`config.mk`:
```
export PLATFORM = sky130hd
export DESIGN_NAME = rx_footer_irq
export DESIGN_NICKNAME = d
export VERILOG_FILES = /design/src/rtl/ftr_pkg.sv /design/src/rtl/ftr_sat.sv /design/src/rtl/ftr_rules.sv /design/src/rtl/ftr_irq.sv /design/src/rtl/rx_footer_irq.sv
export SDC_FILE = /design/constraint.sdc
export NUM_CORES = 1
export LEC_CHECK = 0
export CORE_ASPECT_RATIO = 1.4
export CORE_UTILIZATION = 30
export DETAILED_ROUTE_END_ITERATION = 10
export GPL_TIMING_DRIVEN = 0
export PLACE_DENSITY = 0.62
export SLEW_MARGIN = 20
export SYNTH_ARGS = -nofsm -noshare
export SYNTH_HDL_FRONTEND = slang
export SYNTH_HIERARCHICAL = 1
export SYNTH_SLANG_ARGS = --single-unit
```
`constraint.sdc`:
```
create_clock -name clk -period 1.3 [get_ports clk]
set_clock_uncertainty 0.05 [all_clocks]
set_input_delay 0.195 -clock clk [delete_from_list [all_inputs] [get_ports clk]]
set_output_delay 0.195 -clock clk [all_outputs]
set_load 0.01 [all_outputs]
```
`src/rtl/ftr_pkg.sv`:
```
package ftr_pkg;
  localparam int FTR_W     = 32;
  localparam int CNT_FLD_W = 5;
  localparam int SWO_W     = 4;
  localparam int EBO_W     = 6;

  // Field order matches the footer bit layout (bit 31 down to bit 1).
  typedef struct packed {
    logic                 exst;
    logic                 hdrb;
    logic                 sync;
    logic [CNT_FLD_W-1:0] rca;
    logic [1:0]           vend;
    logic                 dv;
    logic                 sv;
    logic [SWO_W-1:0]     swo;
    logic                 fd;
    logic                 ev;
    logic [EBO_W-1:0]     ebo;
    logic                 tsa;
    logic                 tsp;
    logic [CNT_FLD_W-1:0] txc;
  } ftr_body_t;
endpackage

```
`src/rtl/ftr_sat.sv`:
```
module ftr_sat #(
  parameter int IN_W  = 8,
  parameter int OUT_W = 5
) (
  input  logic [IN_W-1:0]  val_i,
  output logic [OUT_W-1:0] val_o
);
  localparam int MAXV = (1 << OUT_W) - 1;

  generate
    if (IN_W > OUT_W) begin : g_clamp
      logic over;
      always_comb begin
        over  = (val_i > IN_W'(MAXV));
        val_o = over ? OUT_W'(MAXV) : val_i[OUT_W-1:0];
      end
    end else begin : g_pass
      always_comb val_o = OUT_W'(val_i);
    end
  endgenerate
endmodule

```
`src/rtl/ftr_rules.sv`:
```
module ftr_rules
  import ftr_pkg::*;
(
  input  logic             norx_i,
  input  logic             valid_i,
  input  logic             start_i,
  input  logic [SWO_W-1:0] swo_i,
  input  logic             end_i,
  input  logic [EBO_W-1:0] ebo_i,
  input  logic             drop_i,
  input  logic             tsa_i,
  input  logic             tsp_i,
  output logic             dv_o,
  output logic             sv_o,
  output logic [SWO_W-1:0] swo_o,
  output logic             fd_o,
  output logic             ev_o,
  output logic [EBO_W-1:0] ebo_o,
  output logic             tsa_o,
  output logic             tsp_o
);
  always_comb begin
    dv_o  = valid_i & ~norx_i;
    sv_o  = dv_o & start_i;
    ev_o  = dv_o & end_i;
    swo_o = sv_o ? swo_i : '0;
    ebo_o = ev_o ? ebo_i : '0;
    fd_o  = ev_o & drop_i;
    tsa_o = sv_o & tsa_i;
    tsp_o = tsa_o & tsp_i;
  end
endmodule

```
`src/rtl/ftr_irq.sv`:
```
module ftr_irq (
  input  logic clk,
  input  logic rst_n,
  input  logic commit_i,
  input  logic hdr_rx_i,
  input  logic rca_nz_i,
  input  logic txc_nz_i,
  input  logic exst_i,
  input  logic snap_rca_zero_i,
  input  logic snap_txc_zero_i,
  input  logic snap_exst_zero_i,
  output logic irq_o
);
  logic pz_rca_q, pz_txc_q, pz_exst_q, armed_q, irq_q;
  logic pz_rca_d, pz_txc_d, pz_exst_d, armed_d, irq_d;
  logic event_hit;

  always_comb begin
    event_hit = (pz_rca_q & rca_nz_i) | (pz_txc_q & txc_nz_i) |
                (pz_exst_q & exst_i);
    pz_rca_d  = pz_rca_q;
    pz_txc_d  = pz_txc_q;
    pz_exst_d = pz_exst_q;
    if (commit_i) begin
      pz_rca_d  = snap_rca_zero_i;
      pz_txc_d  = snap_txc_zero_i;
      pz_exst_d = snap_exst_zero_i;
    end
    if (hdr_rx_i)                    irq_d = 1'b0;
    else if (event_hit && armed_q)   irq_d = 1'b1;
    else                             irq_d = irq_q;
    if (commit_i)                                armed_d = 1'b1;
    else if (event_hit && armed_q && !hdr_rx_i)  armed_d = 1'b0;
    else                                         armed_d = armed_q;
  end

  always_ff @(posedge clk or negedge rst_n) begin
    if (!rst_n) begin
      pz_rca_q  <= 1'b1;
      pz_txc_q  <= 1'b1;
      pz_exst_q <= 1'b1;
      armed_q   <= 1'b1;
      irq_q     <= 1'b0;
    end else begin
      pz_rca_q  <= pz_rca_d;
      pz_txc_q  <= pz_txc_d;
      pz_exst_q <= pz_exst_d;
      armed_q   <= armed_d;
      irq_q     <= irq_d;
    end
  end

  assign irq_o = irq_q;


  hdr_clear_chk: assert property (@(posedge clk) disable iff (!rst_n)
    hdr_rx_i |=> !irq_o);


  no_refire_chk: assert property (@(posedge clk) disable iff (!rst_n)
    (!irq_o && !armed_q && !commit_i) |=> !irq_o);
endmodule

```
`src/rtl/rx_footer_irq.sv`:
```
module rx_footer_irq
  import ftr_pkg::*;
#(
  parameter int CNT_W = 8
) (
  input  logic             clk,
  input  logic             rst_n,
  input  logic             commit_i,
  input  logic             hdr_rx_i,
  input  logic             norx_i,
  input  logic [CNT_W-1:0] rx_chunks_i,
  input  logic [CNT_W-1:0] tx_credits_i,
  input  logic             ext_stat_i,
  input  logic             hdr_bad_i,
  input  logic             cfg_sync_i,
  input  logic             rx_valid_i,
  input  logic             rx_start_i,
  input  logic [3:0]       rx_start_word_i,
  input  logic             rx_end_i,
  input  logic [5:0]       rx_end_byte_i,
  input  logic             rx_drop_i,
  input  logic             rx_ts_added_i,
  input  logic             rx_ts_par_i,
  output logic [31:0]      footer_o,
  output logic             irq_o
);
  localparam int NCNT = 2;
  localparam logic [FTR_W-1:0] FTR_RST = FTR_W'(1);

  logic [CNT_W-1:0]     cnt_raw [NCNT];
  logic [CNT_FLD_W-1:0] cnt_sat [NCNT];
  logic                 cnt_nz  [NCNT];

  assign cnt_raw[0] = rx_chunks_i;
  assign cnt_raw[1] = tx_credits_i;

  genvar gi;
  generate
    for (gi = 0; gi < NCNT; gi++) begin : g_cnt
      ftr_sat #(.IN_W(CNT_W), .OUT_W(CNT_FLD_W)) u_sat (
        .val_i(cnt_raw[gi]),
        .val_o(cnt_sat[gi])
      );
      assign cnt_nz[gi] = |cnt_raw[gi];
    end
  endgenerate

  logic             f_dv, f_sv, f_fd, f_ev, f_tsa, f_tsp;
  logic [SWO_W-1:0] f_swo;
  logic [EBO_W-1:0] f_ebo;

  ftr_rules u_rules (
    .norx_i (norx_i),
    .valid_i(rx_valid_i),
    .start_i(rx_start_i),
    .swo_i  (rx_start_word_i),
    .end_i  (rx_end_i),
    .ebo_i  (rx_end_byte_i),
    .drop_i (rx_drop_i),
    .tsa_i  (rx_ts_added_i),
    .tsp_i  (rx_ts_par_i),
    .dv_o   (f_dv),
    .sv_o   (f_sv),
    .swo_o  (f_swo),
    .fd_o   (f_fd),
    .ev_o   (f_ev),
    .ebo_o  (f_ebo),
    .tsa_o  (f_tsa),
    .tsp_o  (f_tsp)
  );

  ftr_body_t        body;
  logic             par_bit;
  logic [FTR_W-1:0] ftr_d, ftr_q;

  always_comb begin
    body.exst = ext_stat_i;
    body.hdrb = hdr_bad_i;
    body.sync = cfg_sync_i;
    body.rca  = cnt_sat[0];
    body.vend = 2'b00;
    body.dv   = f_dv;
    body.sv   = f_sv;
    body.swo  = f_swo;
    body.fd   = f_fd;
    body.ev   = f_ev;
    body.ebo  = f_ebo;
    body.tsa  = f_tsa;
    body.tsp  = f_tsp;
    body.txc  = cnt_sat[1];
    par_bit   = ~(^body);
    ftr_d     = commit_i ? {body, par_bit} : ftr_q;
  end

  always_ff @(posedge clk or negedge rst_n) begin
    if (!rst_n) ftr_q <= FTR_RST;
    else        ftr_q <= ftr_d;
  end

  assign footer_o = ftr_q;

  ftr_irq u_irq (
    .clk             (clk),
    .rst_n           (rst_n),
    .commit_i        (commit_i),
    .hdr_rx_i        (hdr_rx_i),
    .rca_nz_i        (cnt_nz[0]),
    .txc_nz_i        (cnt_nz[1]),
    .exst_i          (ext_stat_i),
    .snap_rca_zero_i (~|cnt_sat[0]),
    .snap_txc_zero_i (~|cnt_sat[1]),
    .snap_exst_zero_i(~ext_stat_i),
    .irq_o           (irq_o)
  );


  footer_hold_chk: assert property (@(posedge clk) disable iff (!rst_n)
    !commit_i |=> $stable(footer_o));


  odd_parity_chk: assert property (@(posedge clk) disable iff (!rst_n)
    $countones(footer_o) % 2 == 1);


  swo_zero_chk: assert property (@(posedge clk) disable iff (!rst_n)
    !footer_o[20] |-> footer_o[19:16] == 4'd0);


  fd_needs_ev_chk: assert property (@(posedge clk) disable iff (!rst_n)
    footer_o[15] |-> footer_o[14]);


  rca_sat_chk: assert property (@(posedge clk) disable iff (!rst_n)
    (commit_i && (32'(rx_chunks_i) >= 32'd31)) |=> footer_o[28:24] == 5'd31);
endmodule

```
-- Yosys cells after proc, flatten, opt, wreduce, memory -nomap -nowiden
Index checks and enable logic that the tools add are counted.
- magnitude comparators: 2
- muxes and demuxes: 8
- bitwise operators: 14
- reductions and logical operators: 12
- operators by type and width (kind ; count):
    XOR reduction 31 bit ; 1
    > comparator 8 x 5 -> 1 bit, second input constant ; 2
    OR reduction 8 bit ; 2
    two-way mux 5 bit ; 2
    OR reduction 5 bit ; 2
    bitwise AND 1 bit ; 9
    two-way mux 6 bit ; 1
    two-way mux 1 bit ; 4
    two-way mux 4 bit ; 1
    nonzero test 2 bit ; 2
    zero test 1 bit ; 3
    inverter 1 bit ; 3
    logical AND 1 bit ; 2
    OR 1 bit ; 2
- flip-flop bits (word level): 35
- input port bits: 40
- output and inout bits: 33
- word-level logic and storage cells: 42

-- Longest topological paths before layout
Gate-level depths: netlist (run 1).
- word-level depth: 8
- mapped depth: 8
- mapped depth without buffers: 8

-- Cells and area by module
Netlist (run 1), hierarchy kept.
- by module, submodules not included (module ; instances ; cells each ; area an instance (um^2) ; sequential area each (um^2)):
    rx_footer_irq ; 1 ; 108 ; 1457.6 ; 752.0
    ftr_irq ; 1 ; 15 ; 215.2 ; 130.1
    ftr_rules ; 1 ; 17 ; 131.4 ; 0.0
    ftr_sat ; 2 ; 5 ; 37.5 ; 0.0

-- Least setup slack after synthesis (run 1)
Ideal clock, no wire load.
- kind: input -> register
- start point: input port tx_credits_i[7]
- end point: register ftr_q[0], in the netlist footer_o[0]
- library setup time: 0.073 ns
- arrival: 1.995 ns
- data required time: 1.177 ns
- setup slack: -0.818 ns
- cell stages on the path: 8
- buffers on the path: 0
- path through: or4_1 > inv_1 > ha_1 > xnor2_1 > xnor2_1 > xnor2_1 > xnor3_1 > a21oi_1
- word-level cells in the longest chain between the ends: 4
- ends and longest elaborated chain (item ; RTL line ; text):
    start: declaration ; rx_footer_irq.sv:12 ; input logic [CNT_W-1:0] tx_credits_i,
    > comparator 8 x 5 -> 1 bit ; ftr_sat.sv:14 ; over = (val_i > IN_W'(MAXV));
    two-way mux 5 bit ; ftr_sat.sv:15 ; val_o = over ? OUT_W'(MAXV) : val_i[OUT_W-1:0];
    XOR reduction 31 bit ; rx_footer_irq.sv:91 ; par_bit = ~(^body);
    inverter 1 bit ; rx_footer_irq.sv:91 ;
    end signal: assignment ; rx_footer_irq.sv:97 ; else ftr_q <= ftr_d;
    end: declaration ; rx_footer_irq.sv:74 ; logic [FTR_W-1:0] ftr_d, ftr_q;
Every way passes these cells.
A chain may end at the register's enable or synchronous reset.

==> metrics, run 1 <==
Ports=73; post-route setup TNS=-0.874 ns; initial core utilization=a little under a third; clock share of power=between 30% and 40%; Max Cap Violations=0; maximum number of pins on one net before global-route repair=27; area of the die=roughly 6600 um^2; fin crit share=152%; Initial DRC Count=37; design area=2980 um^2; combinational cell fraction of total power=roughly a quarter; final net count=approximately 280; Post-Syn Area=roughly 1900 um^2; Max Fanout on Critical Path=5; fmax=505 MHz; CP Data Arrival Time=2.16 ns; status=finished, violations left; Post-synth top flop=dfrtp_1; clock root buffer=clkbuf_8; layout cells sized above 1=between 40% and 50%; H-tree depth=2; initial antenna violation count=0; Post-DP HPWL=roughly 3.2 mm; first-pass GRT wire length=7.09 mm; Syn Inst Count=150; vias per cell=4.78; I/O Buffers=70; total CTS buffers=5; drt drc=0; gpl congestion=a little over 0.7; sequential-to-total area share from yosys stat=46.9%; Lkg Pwr=approximately 1.4 nW; Seq cells post-synth=35; switching share of power=about a quarter; Pre-Repair DR Iteration Count=4; synth unique cells=28; crit path capture type=flip-flop; HP Class=in2reg; Cell Count, Final, Fillers Out=311; Int Pwr=0.00198 W; Post-Place Cells=~300; WS Path Type=in2reg; syn avg cell area=12.5 um^2; failing checks=setup timing; Antenna Cells=0; Final Critical Period=1.98 ns; final core utilization=roughly half; Clk Latency, worst-skew pair=around 0.28 ns; Psw=0.000698 W; Area growth syn-to-layout=58.4%; via count=~1500; DIE HEIGHT=95.6 um; synth warn=6; worst path required time=around 1.5 ns; clock buffer depth=2; row cnt=33; Total Routing Usage GR=~15%; RSZ-0062 raised after global routing=true; drt wl/cell=between 10 and 15 um; Placed Instance Area=between 2000 and 3000 um^2; final setup vio count=2; GRT Residual Overflow=0; fin. max-slew vios=0; Post-synth EDFFs=0; Final ANT Viol Nets=0; Critical Path Start Type=primary input; Die W=68.9 um; PD cells=901 nW/um^2; vias in the first global route=1505; Final Hold Viols=0; asr flop ratio synth=100%; drt total wl=roughly 4.5 mm; CTS tree=built; maximum vdd drop=a little under 0.6 mV; Setup WS post-layout=-0.678 ns; core area=roughly 5900 um^2; CTS Sinks=35; Reg clk slew, reported paths=0.08 ns; Flop pwr share=between 40% and 50%
## registers in the layout (all words and copies together), names as in the netlist
register         flops
u_irq/pz_txc_q       1
u_irq/pz_exst_q      1
u_irq/armed_q        1
u_irq/pz_rca_q       1
footer_o            30
u_irq/irq_o          1
## Yosys cell counts, types with 2 or more instances
| master | count | area (um^2) |
|---|---|---|
| mux2_2 | 32 | 360 |
| dfrtp_1 | 30 | 751 |
| xnor2_1 | 19 | 166 |
| or4_1 | 11 | 82.6 |
| and3_1 | 7 | 43.8 |
| inv_1 | 6 | 22.5 |
| and3_2 | 5 | 37.5 |
| dfstp_2 | 5 | 131 |
| nor4_1 | 4 | 25.0 |
| buf_1 | 3 | 11.3 |
| nand2_1 | 3 | 11.3 |
| nor2_1 | 3 | 11.3 |
| a21oi_1 | 2 | 10.0 |
| and2_2 | 2 | 15.0 |
| buf_4 | 2 | 15.0 |
| ha_1 | 2 | 25.0 |
| xnor3_1 | 2 | 45.0 |
| xor2_1 | 2 | 17.5 |
## power by group through the flow
stage / clock network [W] / registers, W / logic, W
after floorplan: 0 / 0.00125 / 0.000278
after global placement: 0 / 0.00122 / 0.000634
after detailed placement: 0 / 0.00122 / 0.000646
after CTS: 0.000865 / 0.00120 / 0.000640
after global routing: 0.000907 / 0.00121 / 0.000703
final: 0.000835 / 0.00120 / 0.000649
## cells in the final DEF (no fill, tap or decap), types with 3 or more instances in the layout
cell,instances
dfrtp_1,30
dlymetal6s2s_1,6
and3_2,5
nor2_1,3
xnor2_1,13
dfstp_2,5
or4_4,9
clkdlybuf4s50_1,19
mux2_2,31
buf_4,12
buf_2,5
nor4_1,4
buf_6,4
xnor2_2,7
inv_2,3
clkbuf_8,6
and3_1,5
clkdlybuf4s15_1,4
dlygate4sd2_1,33
nand2_1,3
## what timing repair did
action                     CTS  global route
resized for setup           83            27
pin swaps                   21            14
hold buffers                 1             0
buffers inserted             6             4
gates cloned                 0             0
hold endpoints to repair    26             0
setup endpoints to repair   64             4
## per-layer routing
layer,track usage [%],vias up,share of wire (%)
met2,25.2,48,49
met3,4.31,6,7.5
met1,16.9,717,42
li1,-,716,-
met5,0,-,0
met4,5.10,0,1.4
## kinds of logic after synthesis
logic type,share of synthesized area [%]
other,0.200
adder cells (fa/ha/maj),1.33
AND/OR/NAND/NOR,13.3
XOR/XNOR,13.0
buffers and inverters,3.20
flip-flops,46.9
multiplexers,19.2
AO/OA/AOI/OAI,2.80
## path summary, 6_finish.rpt
check | cells after the start | slack, ns | end | start
setup / recovery | 9 | -0.68 | footer_o[0] | tx_credits_i[7]
hold / removal | 3 | 0.22 | footer_o[3] | tx_credits_i[7]
setup reg to reg | 2 | 0.24 | u_irq/armed_q | u_irq/armed_q
hold reg to reg | 1 | 0.45 | footer_o[27] | footer_o[27]
max in group asynchronous | 3 | 0.43 | u_irq/pz_rca_q | rst_n
min in group asynchronous | 2 | 0.26 | footer_o[7] | rst_n
## through the flow
| step | total power [W] | setup slack (ns) | hold slack [ns] |
|---|---|---|---|
| 4_1_cts | 0.00270 | -0.705 | 0.204 |
| 6_report | 0.00268 | -0.678 | 0.223 |
| 2_1_floorplan | 0.00153 | -0.736 | -0.151 |
| 5_1_grt | 0.00282 | -0.764 | 0.226 |
| 3_3_place_gp | 0.00185 | -1.35 | 0.431 |
| 3_5_place_dp | 0.00187 | -1.36 | 0.0276 |
## critical path, stage by stage
cell and delay, ns:
buf_8 0.10, or4_4 0.55, inv_4 0.08, ha_4 0.20, xnor2_2 0.16, xnor2_1 0.15
xnor2_1 0.15, xnor3_1 0.43, a21oi_2 0.13
## layout make-up
| cell class | count | area, um^2 |
|---|---|---|
| inverters | 6 | 25.0 |
| repair buffers | 82 | 776 |
| plain buffers | 6 | 43.8 |
| clock inverters | 1 | 5.00 |
| well taps | 70 | 87.6 |
| fillers | 567 | 2970 |
| clock buffers | 7 | 86.3 |
| flip-flops and latches | 35 | 882 |
| multi-input cells | 104 | 1070 |
Note: power is estimated with default switching activity, not from simulation.
==> inputs of run 2 (changes only) <==
- CORE_UTILIZATION: 30 -> 40
- PLACE_DENSITY: 0.62 -> 0.77
- SETUP_SLACK_MARGIN: unset -> 0.4
==> run 2 against run 1 <==
Effect of this change: the run ends with hold timing, setup timing left; die area fell by 24%; sequential power barely moved; global-route usage rose by 8.5 points; flip-flop and latch count did not move; fmax rose by 0.85%; via count rose by 12%; largest cell class unchanged; largest power group unchanged.
==> metrics, run 2 (synthesized netlist as in run 1, its figures left out) <==
most frequent cells in the layout=36 x buf_6, 32 x buf_2, 30 x dfrtp_1; maximum vdd drop=0.758 mV (+31%); clock buffer depth=2 (unchanged); Final ANT Viol Nets=0 (unchanged); fmax=510 MHz (+0.85%); CTS Sinks=35 (unchanged); failing checks=hold timing, setup timing; Max Fanout on Critical Path=5 (unchanged); via count=1666 (+12%); drt wl/cell=17.2 um (+19%); Critical Path Start Type=primary input; Initial DRC Count=38 (+2.7%); Clk Latency, worst-skew pair=0.28 ns (about the same); max reg flops=30 (unchanged); layout cells sized above 1=71.3% (+28 points); vias per cell=4.99 (+4.3%); I/O Buffers=70 (unchanged); drt drc=0 (unchanged); drt total wl=5.73 mm (+28%); core area=4540 um^2 (-24%); initial antenna violation count=0 (unchanged); crit path capture type=flip-flop; gpl congestion=0.789 (+9.3%); Final Hold Viols=13 (+13); fin crit share=151% (-1.3 points); total CTS buffers=5 (unchanged); HP Class=in2async; Sequential Area=882 um^2 (unchanged); Worst path max stage delay=0.55 ns (about the same); initial core utilization=41.4% (+9.8 points); Antenna Cells=0 (unchanged); Ports=73 (unchanged); worst-path cell chain=buf_12, or4_4, inv_4, ha_4, xnor2_2, xnor2_1, xnor2_1, xnor3_1, a21oi_1; most used cell, CP=xnor2_1; DIE HEIGHT=83.1 um (-13%); RSZ-0062 raised after global routing=true; H-tree depth=2 (unchanged); post-route setup TNS=-0.981 ns (-0.107 ns); worst path required time=1.46 ns (-0.02 ns); GRT Residual Overflow=0 (unchanged); vias in the first global route=1816 (+21%); fill count=289 (-49%); row cnt=29 (-12%); fin. max-slew vios=0 (unchanged); Pre-Repair DR Iteration Count=4 (unchanged); WS Path Type=in2reg; first-pass GRT wire length=8.65 mm (+22%); final net count=313 (+11%); Setup WS post-layout=-0.662 ns (+0.0166 ns); Final Critical Period=1.96 ns (-0.0166 ns); Reg clk slew, reported paths=0.07 ns (about the same); final setup vio count=3 (+1); Max Cap Violations=0 (unchanged); CP max-delay cell=or4_4; maximum number of pins on one net before global-route repair=22 (-19%); Post-DP HPWL=3.62 mm (+12%); hold slack final=-0.226 ns (-0.449 ns); combined area of the multi-input logic cells=1280 um^2 (+20%); commonest non-fill, non-tap cell in the layout=buf_6; area of the die=4980 um^2 (-24%); status=finished, violations left; clock root buffer=clkbuf_8; CP Data Arrival Time=2.12 ns (-0.04 ns); Total Power=0.00279 W (+4.1%); Die W=59.9 um (-13%); Lkg Pwr=1.64 nW (+16%); CTS tree=built; PD cells=815 nW/um^2 (-9.6%); Total Routing Usage GR=23.3% (+8.5 points); Post-Place Cells=284 (-2.7%); Area growth syn-to-layout=82.3%; Cell Count, Final, Fillers Out=334 (+7.4%)
==> run 2: cell types whose count changed in the layout (fill, tap and decap cells not counted), moves of 9 or more <==
cell / delta
buf_4: +9
dlygate4sd2_1: -29
mux2_4: +26
and3_4: +10
buf_2: +27
buf_6: +32
clkdlybuf4s50_1: -9
mux2_2: -26
==> run 2: report_power, final <==
| part | total [W] | switching (W) | internal, W |
|---|---|---|---|
| Clock | 0.000769 | 0.000402 | 0.000367 |
| Sequential | 0.00121 | 0.0000419 | 0.00117 |
| Combinational | 0.000812 | 0.000311 | 0.000502 |
==> run 2: critical path, delay by kind of cell <==
kind                       cells  cell delay, ns
AOI/OAI and AO/OA              1            0.16
xor gates and xnor gates       4            0.82
adders and majority gates      1            0.21
buffers and inverters          2            0.19
and+or+nand+nor                1            0.55
==> run 2: metal layers <==
layer,part of all wire (%),vias up,GRT usage (%)
met5,0,-,0
met4,2.0,0,8.25
met3,3.9,10,4.21
met1,38,830,26.4
li1,-,773,-
met2,56,53,41.6
==> run 2: through the flow <==
step | area, um^2 | util [%] | setup WS (ns) | hold slack [ns]
2_1_floorplan | 2100 | - | -0.735 | -0.151
3_3_place_gp | 2880 | 63.5 | -1.39 | 0.429
3_5_place_dp | 2900 | 64.0 | -1.48 | 0.0953
4_1_cts | 3230 | 71.3 | -0.666 | -0.214
5_1_grt | 3430 | 75.5 | -0.725 | -0.199
6_report | 3430 | 75.5 | -0.662 | -0.226
==> run 2: path summary, 6_finish.rpt <==
kind / startpoint / endpoint / slack (ns) / cells past startpoint
worst min-delay path: rst_n / footer_o[16] / -0.23 / 1
worst max register to register: u_irq/irq_o / u_irq/irq_o / 0.27 / 3
worst min register to register: footer_o[0] / footer_o[0] / 0.45 / 2
min in group clk: tx_credits_i[6] / footer_o[4] / 0.23 / 3
max in group asynchronous: rst_n / u_irq/pz_txc_q / 0.90 / 2
worst max-delay path: tx_credits_i[6] / footer_o[0] / -0.66 / 9
==> run 2: cell type report <==
| type | instances | share of cell area [%] |
|---|---|---|
| tap | 62 | 2.26 |
| timing repair buffer | 113 | 29.4 |
| buffer | 6 | 1.86 |
| clock inverter | 3 | 0.438 |
| clock buffer | 5 | 2.01 |
| multi-input combinational | 104 | 37.4 |
| sequential | 35 | 25.7 |
| inverter | 6 | 0.877 |
==> run 2: what timing repair did <==
action	in CTS	in global routing
endpoints found under the hold margin	13	13
gates resized for setup	252	39
setup buffers	31	11
endpoints found under the setup margin	66	62
pin swaps	39	14
==> inputs of run 3 (changes only) <==
- CORE_UTILIZATION: 40 -> 39
- PLACE_DENSITY: 0.77 -> 0.79
- clock period: 1.3 -> 1.8 ns (I/O delays scaled with it)
==> run 3 against run 2 <==
Effect of this change: the run ends with setup timing left; wire length decreased by 23%; clock power decreased by 21%; via count decreased by 10%; critical path depth unchanged; flip-flop and latch count unchanged; critical endpoint unchanged; first-iteration DRC count decreased by 7.9%; final area decreased by 14%; critical path type unchanged; setup slack improved by 0.45 ns; clock-buffer cell count increased by 3; die area increased by 2.5%; register-to-register slack improved by 0.50 ns.
==> metrics, run 3 (synthesized netlist as in run 1, its figures left out) <==
row cnt=29 (unchanged); most frequent cells in the layout=35 x dlygate4sd2_1, 31 x mux2_2, 30 x dfrtp_1; drt total wl=4.40 mm (-23%); HP Class=in2reg; Die W=60.7 um (+1.2%); H-tree depth=2 (unchanged); area of the die=5100 um^2 (+2.5%); most used cell, CP=xnor2_2; failing checks=setup timing; Max Fanout on Critical Path=6 (+1); status=finished, violations left; Top Family by Delay on Critical Path=XOR/XNOR gates; fmax=approximately 500 MHz; Final Critical Period=2.01 ns; worst-path cell chain=buf_8, or4_4, inv_2, ha_4, xnor2_2, xnor2_1, xnor2_2, xnor3_1, a21oi_1; initial core utilization=41.1% (-0.33 points); CTS tree=built; Area growth syn-to-layout=56.3%; crit path capture type=flip-flop; Lkg Pwr=1.35 nW (-18%); gpl congestion=0.846 (+7.3%); Critical Path Start Type=primary input; worst path required time=1.96 ns (+0.50 ns); layout cells sized above 1=45.8% (-26 points); maximum number of pins on one net before global-route repair=25 (+14%); Total Power=0.00193 W (-31%); RSZ-0062 raised after global routing=true; drt drc=0 (unchanged); final net count=277 (-12%); PD cells=658 nW/um^2 (-19%); Total Routing Usage GR=18.9% (-4.4 points); Worst path max stage delay=0.53 ns (-0.02 ns); Final Hold Viols=0 (-13); vias in the first global route=1604 (-12%); hold slack final=0.317 ns (+0.543 ns); core area=4570 um^2 (+0.80%); Max Cap Violations=0 (unchanged); total CTS buffers=5 (unchanged); Initial DRC Count=35 (-7.9%); commonest non-fill, non-tap cell in the layout=dlygate4sd2_1; WS Path Type=in2reg; final setup vio count=1 (-2); CTS Sinks=35 (unchanged); max reg flops=30 (unchanged); fin. max-slew vios=0 (unchanged); Reg clk slew, reported paths=0.07 ns (about the same); HP Start=tx_credits_i[7]; final core utilization=64.2% (-11 points); via count=1496 (-10%); CP Data Arrival Time=2.17 ns (+0.05 ns); drt wl/cell=14.8 um (-14%); CP max-delay cell=or4_4; fin crit share=112%; Post-DP HPWL=3.18 mm (-12%); maximum vdd drop=0.533 mV (-30%); Setup WS post-layout=-0.208 ns (+0.453 ns); vias per cell=5.02 (+0.64%); Ports=73 (unchanged); Clk Latency, worst-skew pair=0.28 ns (about the same); clock buffer depth=2 (unchanged); Final ANT Viol Nets=0 (unchanged); Pre-Repair DR Iteration Count=4 (unchanged); WP buf/inv=2 (unchanged); GRT Residual Overflow=0 (unchanged); first-pass GRT wire length=7.25 mm (-16%); initial antenna violation count=0 (unchanged); Critical path origin=tx_credits_i[7]; clock root buffer=clkbuf_8; Antenna Cells=0 (unchanged); reg2reg start=u_irq/armed_q; I/O Buffers=70 (unchanged); DIE HEIGHT=84.1 um (+1.2%)
[run 3: area by class of cell]
type / instances / area (um^2)
repair buffers: 77 / 709
plain buffers: 6 / 43.8
multi-input cells: 104 / 1100
well taps: 62 / 77.6
clock buffers: 8 / 100
flip-flops and latches: 35 / 882
fillers: 399 / 1640
inverters: 6 / 22.5
[run 3: report_power, final]
part / total [W] / internal, W / switching (W)
clock network: 0.000611 / 0.000349 / 0.000262
logic: 0.000456 / 0.000270 / 0.000186
registers: 0.000866 / 0.000844 / 0.0000222
[run 3: tightest hold or removal path: cells and delay by family]
kind / cells / cell delay [ns]
muxes: 1 / 0.13
and+or+nand+nor: 1 / 0.12
buffers and inverters: 1 / 0.09
[run 3: path summary, 6_finish.rpt]
check                                     end  slack, ns  depth (start not counted)
worst max-delay path              footer_o[0]      -0.21                          9
worst min-delay path              footer_o[3]       0.32                          3
worst max register to register  u_irq/armed_q       0.77                          2
worst min register to register   footer_o[27]       0.45                          1
max in group asynchronous         footer_o[0]       0.83                          3
min in group asynchronous         footer_o[4]       0.37                          2
[run 3: timing repair]
action | 4_1_cts | 5_1_grt
buffers inserted | 4 | 0
endpoints found under the hold margin | 7 | 0
gates cloned | 1 | 0
resized for setup | 108 | 17
setup endpoints to repair | 64 | 6
pin swaps | 27 | 10
hold buffers | 1 | 0
[run 3: routing by layer]
layer | up-vias | share of wire [%] | global-route usage [%]
met2 | 48 | 55 | 35.2
li1 | 701 | - | -
met1 | 743 | 38 | 20.2
met4 | 0 | 1.1 | 6.40
met5 | - | 0 | 0
met3 | 4 | 5.0 | 3.70
[run 3: metrics by stage]
stage	TNS, ns	setup slack [ns]	area (um^2)	cells
after global placement	-19.28	-0.908	2690	283
after global routing	-0.274	-0.274	2940	298
after floorplan	-0.311	-0.311	1910	151
after detailed placement	-7.47	-0.930	2710	284
after CTS	-0.171	-0.171	2900	298
final	-0.208	-0.208	2940	298
